<file path="src/rtl/fmr_pkg.sv">
package fmr_pkg;

  typedef struct packed {
    logic rst;  // read-reset sampled active
    logic adv;  // pointer advance (never together with rst)
    logic drv;  // output-enable sampled active
  } fmr_ctl_t;

  // map a pin level to its logical meaning under the polarity select
  function automatic logic pin_active(input logic pin, input logic low_true);
    return pin ^ low_true;
  endfunction

endpackage

</file>
<file path="src/rtl/fmr_ctl_decode.sv">
module fmr_ctl_decode
  import fmr_pkg::*;
(
  input  logic     low_true,
  input  logic     rst_pin,
  input  logic     en_pin,
  input  logic     oe_pin,
  output fmr_ctl_t ctl
);
  logic rst_a, en_a, oe_a;

  assign rst_a   = pin_active(rst_pin, low_true);
  assign en_a    = pin_active(en_pin, low_true);
  assign oe_a    = pin_active(oe_pin, low_true);
  assign ctl.rst = rst_a;
  assign ctl.adv = en_a & ~rst_a;
  assign ctl.drv = oe_a;
endmodule

</file>
<file path="src/rtl/fmr_rd_ptr.sv">
module fmr_rd_ptr
  import fmr_pkg::*;
#(
  parameter int DEPTH = 1024,
  localparam int AW = $clog2(DEPTH)
) (
  input  logic          clk,
  input  logic          rst_n,
  input  fmr_ctl_t      ctl,
  output logic [AW-1:0] ptr,
  output logic          req
);
  localparam logic [AW-1:0] LAST = AW'(DEPTH - 1);

  function automatic logic [AW-1:0] step_ptr(input logic [AW-1:0] p);
    return (p == LAST) ? '0 : p + 1'b1;
  endfunction

  always_ff @(posedge clk or negedge rst_n) begin
    if (!rst_n) begin
      ptr <= '0;
      req <= 1'b0;
    end else begin
      req <= ctl.rst | ctl.adv;
      if (ctl.rst)      ptr <= '0;
      else if (ctl.adv) ptr <= step_ptr(ptr);
    end
  end
endmodule

</file>
<file path="src/rtl/fmr_out_stage.sv">
module fmr_out_stage
  import fmr_pkg::*;
#(
  parameter int DW = 8
) (
  input  logic          clk,
  input  logic          rst_n,
  input  fmr_ctl_t      ctl,
  input  logic [DW-1:0] word_i,
  output logic [DW-1:0] dout,
  output logic          drive
);
  logic [DW-1:0] word_q;

  always_ff @(posedge clk or negedge rst_n) begin
    if (!rst_n) begin
      word_q <= '0;
      drive  <= 1'b0;
    end else begin
      word_q <= word_i;
      if (!ctl.rst) drive <= ctl.drv;
    end
  end

  assign dout = drive ? word_q : '0;
endmodule

</file>
<file path="src/rtl/fmr_proto_mon.sv">
module fmr_proto_mon
  import fmr_pkg::*;
#(
  parameter int MIN_RUN = 140,
  localparam int CW = $clog2(MIN_RUN + 1)
) (
  input  logic     clk,
  input  logic     rst_n,
  input  fmr_ctl_t ctl,
  output logic     spacing_evt,
  output logic     short_evt,
  output logic     err
);
  localparam logic [CW-1:0] RUN_MAX = CW'(MIN_RUN);

  logic [1:0]    gap_q;
  logic [CW-1:0] run_q;
  logic          open_q;
  logic          counted;

  function automatic logic run_short(input logic [CW-1:0] n);
    return n < RUN_MAX;
  endfunction

  assign counted     = ctl.adv & ctl.drv;
  assign spacing_evt = ctl.rst & (gap_q != 2'd2);
  assign short_evt   = ctl.rst & open_q & run_short(run_q);

  always_ff @(posedge clk or negedge rst_n) begin
    if (!rst_n) begin
      gap_q  <= 2'd0;
      run_q  <= '0;
      open_q <= 1'b0;
      err    <= 1'b0;
    end else begin
      err <= err | spacing_evt | short_evt;
      if (ctl.rst) begin
        gap_q  <= 2'd0;
        run_q  <= '0;
        open_q <= 1'b1;
      end else begin
        if (gap_q != 2'd2) gap_q <= gap_q + 2'd1;
        if (counted && run_q != RUN_MAX) run_q <= run_q + 1'b1;
      end
    end
  end
endmodule

</file>
<file path="src/rtl/fmr_read_port.sv">
module fmr_read_port
  import fmr_pkg::*;
#(
  parameter int DW = 8,
  parameter int DEPTH = 1024,
  parameter int MIN_RUN = 140,
  localparam int AW = $clog2(DEPTH)
) (
  input  logic          clk,
  input  logic          rst_n,
  input  logic          cfg_active_low,
  input  logic          rd_rst_i,
  input  logic          rd_en_i,
  input  logic          out_en_i,
  output logic [AW-1:0] mem_addr_o,
  output logic          mem_req_o,
  input  logic [DW-1:0] mem_data_i,
  output logic [DW-1:0] dout_o,
  output logic          dout_drive_o,
  output logic          proto_err_o
);
  fmr_ctl_t ctl;
  logic     rst_hit, adv_hit, oe_act;
  logic     spacing_evt, short_evt;

  fmr_ctl_decode dec_i (
    .low_true(cfg_active_low),
    .rst_pin (rd_rst_i),
    .en_pin  (rd_en_i),
    .oe_pin  (out_en_i),
    .ctl     (ctl)
  );

  assign rst_hit = ctl.rst;
  assign adv_hit = ctl.adv;
  assign oe_act  = ctl.drv;

  fmr_rd_ptr #(.DEPTH(DEPTH)) ptr_i (
    .clk  (clk),
    .rst_n(rst_n),
    .ctl  (ctl),
    .ptr  (mem_addr_o),
    .req  (mem_req_o)
  );

  fmr_out_stage #(.DW(DW)) out_i (
    .clk   (clk),
    .rst_n (rst_n),
    .ctl   (ctl),
    .word_i(mem_data_i),
    .dout  (dout_o),
    .drive (dout_drive_o)
  );

  fmr_proto_mon #(.MIN_RUN(MIN_RUN)) mon_i (
    .clk        (clk),
    .rst_n      (rst_n),
    .ctl        (ctl),
    .spacing_evt(spacing_evt),
    .short_evt  (short_evt),
    .err        (proto_err_o)
  );
endmodule

</file>
<file path="config.mk">
export PLATFORM = sky130hd
export DESIGN_NAME = fmr_read_port
export DESIGN_NICKNAME = d
export VERILOG_FILES = /design/src/rtl/fmr_pkg.sv /design/src/rtl/fmr_ctl_decode.sv /design/src/rtl/fmr_rd_ptr.sv /design/src/rtl/fmr_out_stage.sv /design/src/rtl/fmr_proto_mon.sv /design/src/rtl/fmr_read_port.sv
export SDC_FILE = /design/constraint.sdc
export NUM_CORES = 1
export LEC_CHECK = 0
export ABC_AREA = 1
export BUFFER_PORTS_ARGS = -buffer_cell sky130_fd_sc_hd__buf_4
export CAP_MARGIN = 10
export CORE_AREA = 2 2 60 62
export CTS_CLUSTER_SIZE = 12
export DETAILED_ROUTE_END_ITERATION = 10
export DIE_AREA = 0 0 62 64
export PLACE_DENSITY = 0.76
export SLEW_MARGIN = 30
export SYNTH_ARGS = -nofsm -noshare
export SYNTH_HDL_FRONTEND = slang
export SYNTH_SLANG_ARGS = --single-unit
export TNS_END_PERCENT = 100
</file>
<file path="constraint.sdc">
create_clock -name clk -period 1.89 [get_ports clk]
set_input_delay 0.378 -clock clk [delete_from_list [all_inputs] [get_ports clk]]
set_output_delay 0.378 -clock clk [all_outputs]
set_load 0.05 [all_outputs]
</file>
Yosys cells after proc, flatten, opt, wreduce, memory -nomap -nowiden --
Cells that the tools add are included. Widths: inputs -> output; s select.
Storage, ports and cells: register bits 32, output and inout port bits 21, word-level logic and storage cells 39
Operators by class: $add $sub $neg 3, order comparisons 1, eq/ne operators 3, muxes and demuxes 8, bitwise gates (word level) 12, reduce and logical (&&, ||, !) cells 4
Operators by type and width (count):
- $mux 10 | 3
- $mux 8 | 3
- $add 10x1->10 const B | 1
- $eq 10x10->1 const B | 1
- $add 8x1->8 const B | 1
- $lt 8x8->1 const B | 1
- $ne 8x8->1 const B | 1
- $reduce_bool 2->1 | 3
- $and 1x1->1 | 5
- $mux 2 | 2
- $or 1x1->1 | 3
- $xor 1x1->1 | 3
- $add 2x1->2 const B | 1
- $ne 2x2->1 const B | 1
- $logic_and 1x1->1 | 1
- $not 1->1 | 1

Logic depth before layout (Yosys ltp) --
depth after elaboration 7, gate-level depth with buffers 10

Hierarchy --
A second synthesis with hierarchy kept.
Unflattened totals: cells, all modules 206, area, all modules 1685.4 µm²
By module, submodules not included:
- fmr_proto_mon | times used 1, cells each 92, area an instance 710.7 µm²
- fmr_rd_ptr | times used 1, cells each 75, area an instance 605.6 µm²
- fmr_out_stage | times used 1, cells each 30, area an instance 316.6 µm²
- fmr_ctl_decode | times used 1, cells each 9, area an instance 52.6 µm²

Worst setup path after synthesis --
No wires, ideal clock.
path kind reg2out, start point register out_i.drive, end point output dout_o[0], arrival time 1282 ps, required time 1512 ps, setup slack 230 ps, stages on the path, launching flop included 4, cell sequence dfrtp_1 clkbuf_1 nand2_1 inv_1
On the way: cells in the longest elaborated chain, start to end 1
Ends and longest elaborated chain:
- from (decl) | line fmr_out_stage.sv:11 | output logic drive
- from (signal assigned) | line fmr_out_stage.sv:21 | if (!ctl.rst) drive <= ctl.drv;
- $mux 8 | line fmr_out_stage.sv:25 | assign dout = drive ? word_q : '0;
- to (decl) | line fmr_read_port.sv:18 | output logic [DW-1:0] dout_o,
No other way between the ends.

Final worst setup path --
start point register out_i.drive, end point output dout_o[6]
The elaborated chain is that of the path after synthesis.

==> summary.md <==
| Metric | Value |
|---|---|
| Synth area leader | dfrtp_1 |
| DR WL/cell | 11.1 um |
| CP Launch Point | out_i.drive |
| Setup-failing EPs final | 0 |
| Die ar. | 3970 um2 |
| Pin count of the biggest net entering global routing | 33 |
| #FFs+latches synth | 32 |
| Slew Viols, Final | 0 |
| Post-CTS Setup Bufs | 0 |
| Power density cells | 748 nW/um2 |
| Relative slew margins | ~73% |
| Cells along the critical path | nand2_1 -> inv_1 -> buf_4 |
| Area post-placement | roughly 2000 um2 |
| Vias | 1564 |
| Top Ports | 35 |
| CTS H-tree depth | 2 |
| CP required | roughly 1.5 ns |
| Total Wirelength | 3.58 mm |
| Routability cong. | 0.927 |
| Vias per inst | 4.86 |
| Vias in the first global route | roughly 1500 |
| Reg2Reg Launch Point | mon_i.run_q[0] |
| Sequential share of the synthesized area | 46.3% |
| Fin crit share | 84.0% |
| Area Growth Syn to Fin | 22.1% |
| Final TNS setup | 0 ns |
| Final hold vios | 0 |
| Commonest non-fill, non-tap cell in the layout | nand2_1 |
| Yosys top cell area share | 46.3% |
| Worst VDD drop | 0.455 mV |
| Synthesized area | 1730 um2 |
| Worst-path clk slew | 0.10 ns |
| Cell Rows | 21 |
| Clk sink count | 32 |
| Die Wd | a little over 60 um |
| Synth Instances | approximately 240 |
| Port Buf Inserts | 34 |
| Worst-Margin Slew | between 0.3 and 0.4 ns |
| Leak | approximately 0.0012 uW |
| # DRC | 0 |
| Tot Pwr | 1580 uW |
| Max frequency | 630 MHz |
| Setup slack after layout | 0.302 ns |
| R2r setup slk | 0.38 ns |
| WS Path Type | flop to output pin |
| Final nets | 293 |
| Worst endpoint data arrival time | about 1.2 ns |
| CP max stage cell | dfrtp_1 |
| Final instance area | 2110 um2 |
| Iter 0 DRT Violations | 69 |
| Status | completed |
| Initial core utilization | 52.7% |
| Core area | 3280 um2 |
| First-pass GRT wire length | around 6.1 mm |
| Num CTS Buffers | 5 |
| Hold Path Class | input port to flop |
| Worst clock skew | 0.00751 ns |
| Setup crit start kind | flop |
| Die height | 64 um |
| Share of layout cells above drive strength 1 | 18.5% |
| Crit. End Element | output pin |
| Synth cell types | 23 |
| Setup WS pre-CTS | 0.394 ns |
| Final HPWL DP | 2.56 mm |
| Routed Antenna Nets | 0 |
| Crit-path max FO | 10 |
| Reg2Reg Depth | 9 |
| Max Cap Viol | 0 |
| GRT Overall Usage | about a fifth |
| First drt pass iteration count | 4 |
| GRT overflow | 0 |
| Antenna fix cells | 0 |
| Worst-Skew Late Latency | 0.33 ns |
| Critical Path Max Stage Delay | 0.53 ns |
| FF-to-FF End | mon_i.run_q[0] |
| Synth top area cells | dfrtp_1 46%, nand2_1 18%, inv_1 7.4% |
| Root buffer cell | clkbuf_4 |
| Tmin final | between 1.5 and 2 ns |
| RSZ-0062 raised after global routing | false |
| Clk buf depth | 2 |
| Synth warnings | 0 |
| Crit path to | dout_o[6] |
| Post-Syn Nets | between 200 and 300 |
| Leading cell types in the layout, fill and taps excluded | 81 x nand2_1, 35 x buf_4, 34 x inv_1 |
| Mean post-synth cell area | 7.33 um2 |
| TritonCTS clock tree | done |
| Antenna violations before repair | 0 |
==> repair_timing <==
item	in CTS	in global routing
endpoints found under the hold margin	32	0
hold buffers	1	0
gates resized for setup	0	0
==> synthesized netlist by cell type <==
library cell / number
nor2_1: 29
buf_2: 1
a21oi_1: 3
o22ai_1: 1
or2_2: 2
ha_1: 4
xor2_1: 3
clkbuf_1: 1
nand2_2: 3
nand3b_1: 3
o211ai_1: 1
nand2_1: 81
buf_4: 1
nand3_2: 2
inv_1: 34
o21ai_0: 5
xnor2_1: 1
nand2_4: 1
nand3_1: 23
nand4_1: 2
nor3_1: 2
buf_6: 1
dfrtp_1: 32
==> logic make-up after synthesis <==
family,Yosys count,share of synthesized area [%]
AO/OA/AOI/OAI,10,3.11
flip-flops,32,46.3
buffers and inverters,38,8.97
XOR/XNOR,4,2.02
AND/OR/NAND/NOR,148,36.7
adder cells (fa/ha/maj),4,2.89
==> worst max-delay path, delay by kind of cell (launching register included) <==
kind / cells / cell delay [ns]
simple gates: 1 / 0.10
buf+inv: 2 / 0.25
flops: 1 / 0.53
==> power breakdown <==
part	internal [uW]	switching [uW]	total (uW)
Clock	276	244	520
Combinational	103	205	308
Sequential	720	33.2	753
==> flip-flops by register name, indices dropped and copies added (netlist names) <==
| signal | count |
|---|---|
| ptr_i.ptr | 10 |
| mon_i.err | 1 |
| mon_i.gap_q | 2 |
| mon_i.run_q | 8 |
| out_i.word_q | 8 |
| out_i.drive | 1 |
| ptr_i.req | 1 |
| mon_i.open_q | 1 |
==> layer usage <==
metal,vias to the layer above,global-route usage (%),routed length (um)
met5,-,0,0
met4,0,8.78,57
met3,6,4.66,216
met2,52,32.6,1710
met1,703,25.8,1600
li1,803,-,-
==> cell type report <==
| cell class | instances | area [um2] |
|---|---|---|
| Sequential cell | 32 | 801 |
| Clock inverter | 3 | 42.5 |
| Tap cell | 46 | 57.6 |
| Timing Repair Buffer | 36 | 273 |
| Inverter | 34 | 128 |
| Clock buffer | 5 | 37.5 |
| Multi-Input combinational cell | 166 | 774 |
| Fill cell | 284 | 1170 |
==> per-stage QoR <==
step | util, % | std cells | hold WS [ns]
6_report | 64.3 | 322 | 0.143
5_1_grt | 64.3 | 322 | 0.125
4_1_cts | 64.3 | 322 | 0.130
3_5_place_dp | 61.6 | 313 | 0.339
3_3_place_gp | 61.6 | 313 | 0.338
2_1_floorplan | - | 236 | 0.0824
==> how the worst min path moves through the flow <==
stage                   from              end  slack (ns)  cells past startpoint
2_1_floorplan          rst_n        mon_i.err        0.08                      0
4_1_cts        mem_data_i[1]  out_i.word_q[1]        0.13                      1
6_report       mem_data_i[1]  out_i.word_q[1]        0.14                      1
5_1_grt        mem_data_i[6]  out_i.word_q[6]        0.13                      1
3_3_place_gp           rst_n  out_i.word_q[3]        0.34                      1
3_5_place_dp           rst_n  out_i.word_q[6]        0.34                      1
Note: power is estimated with default switching activity, not from simulation.
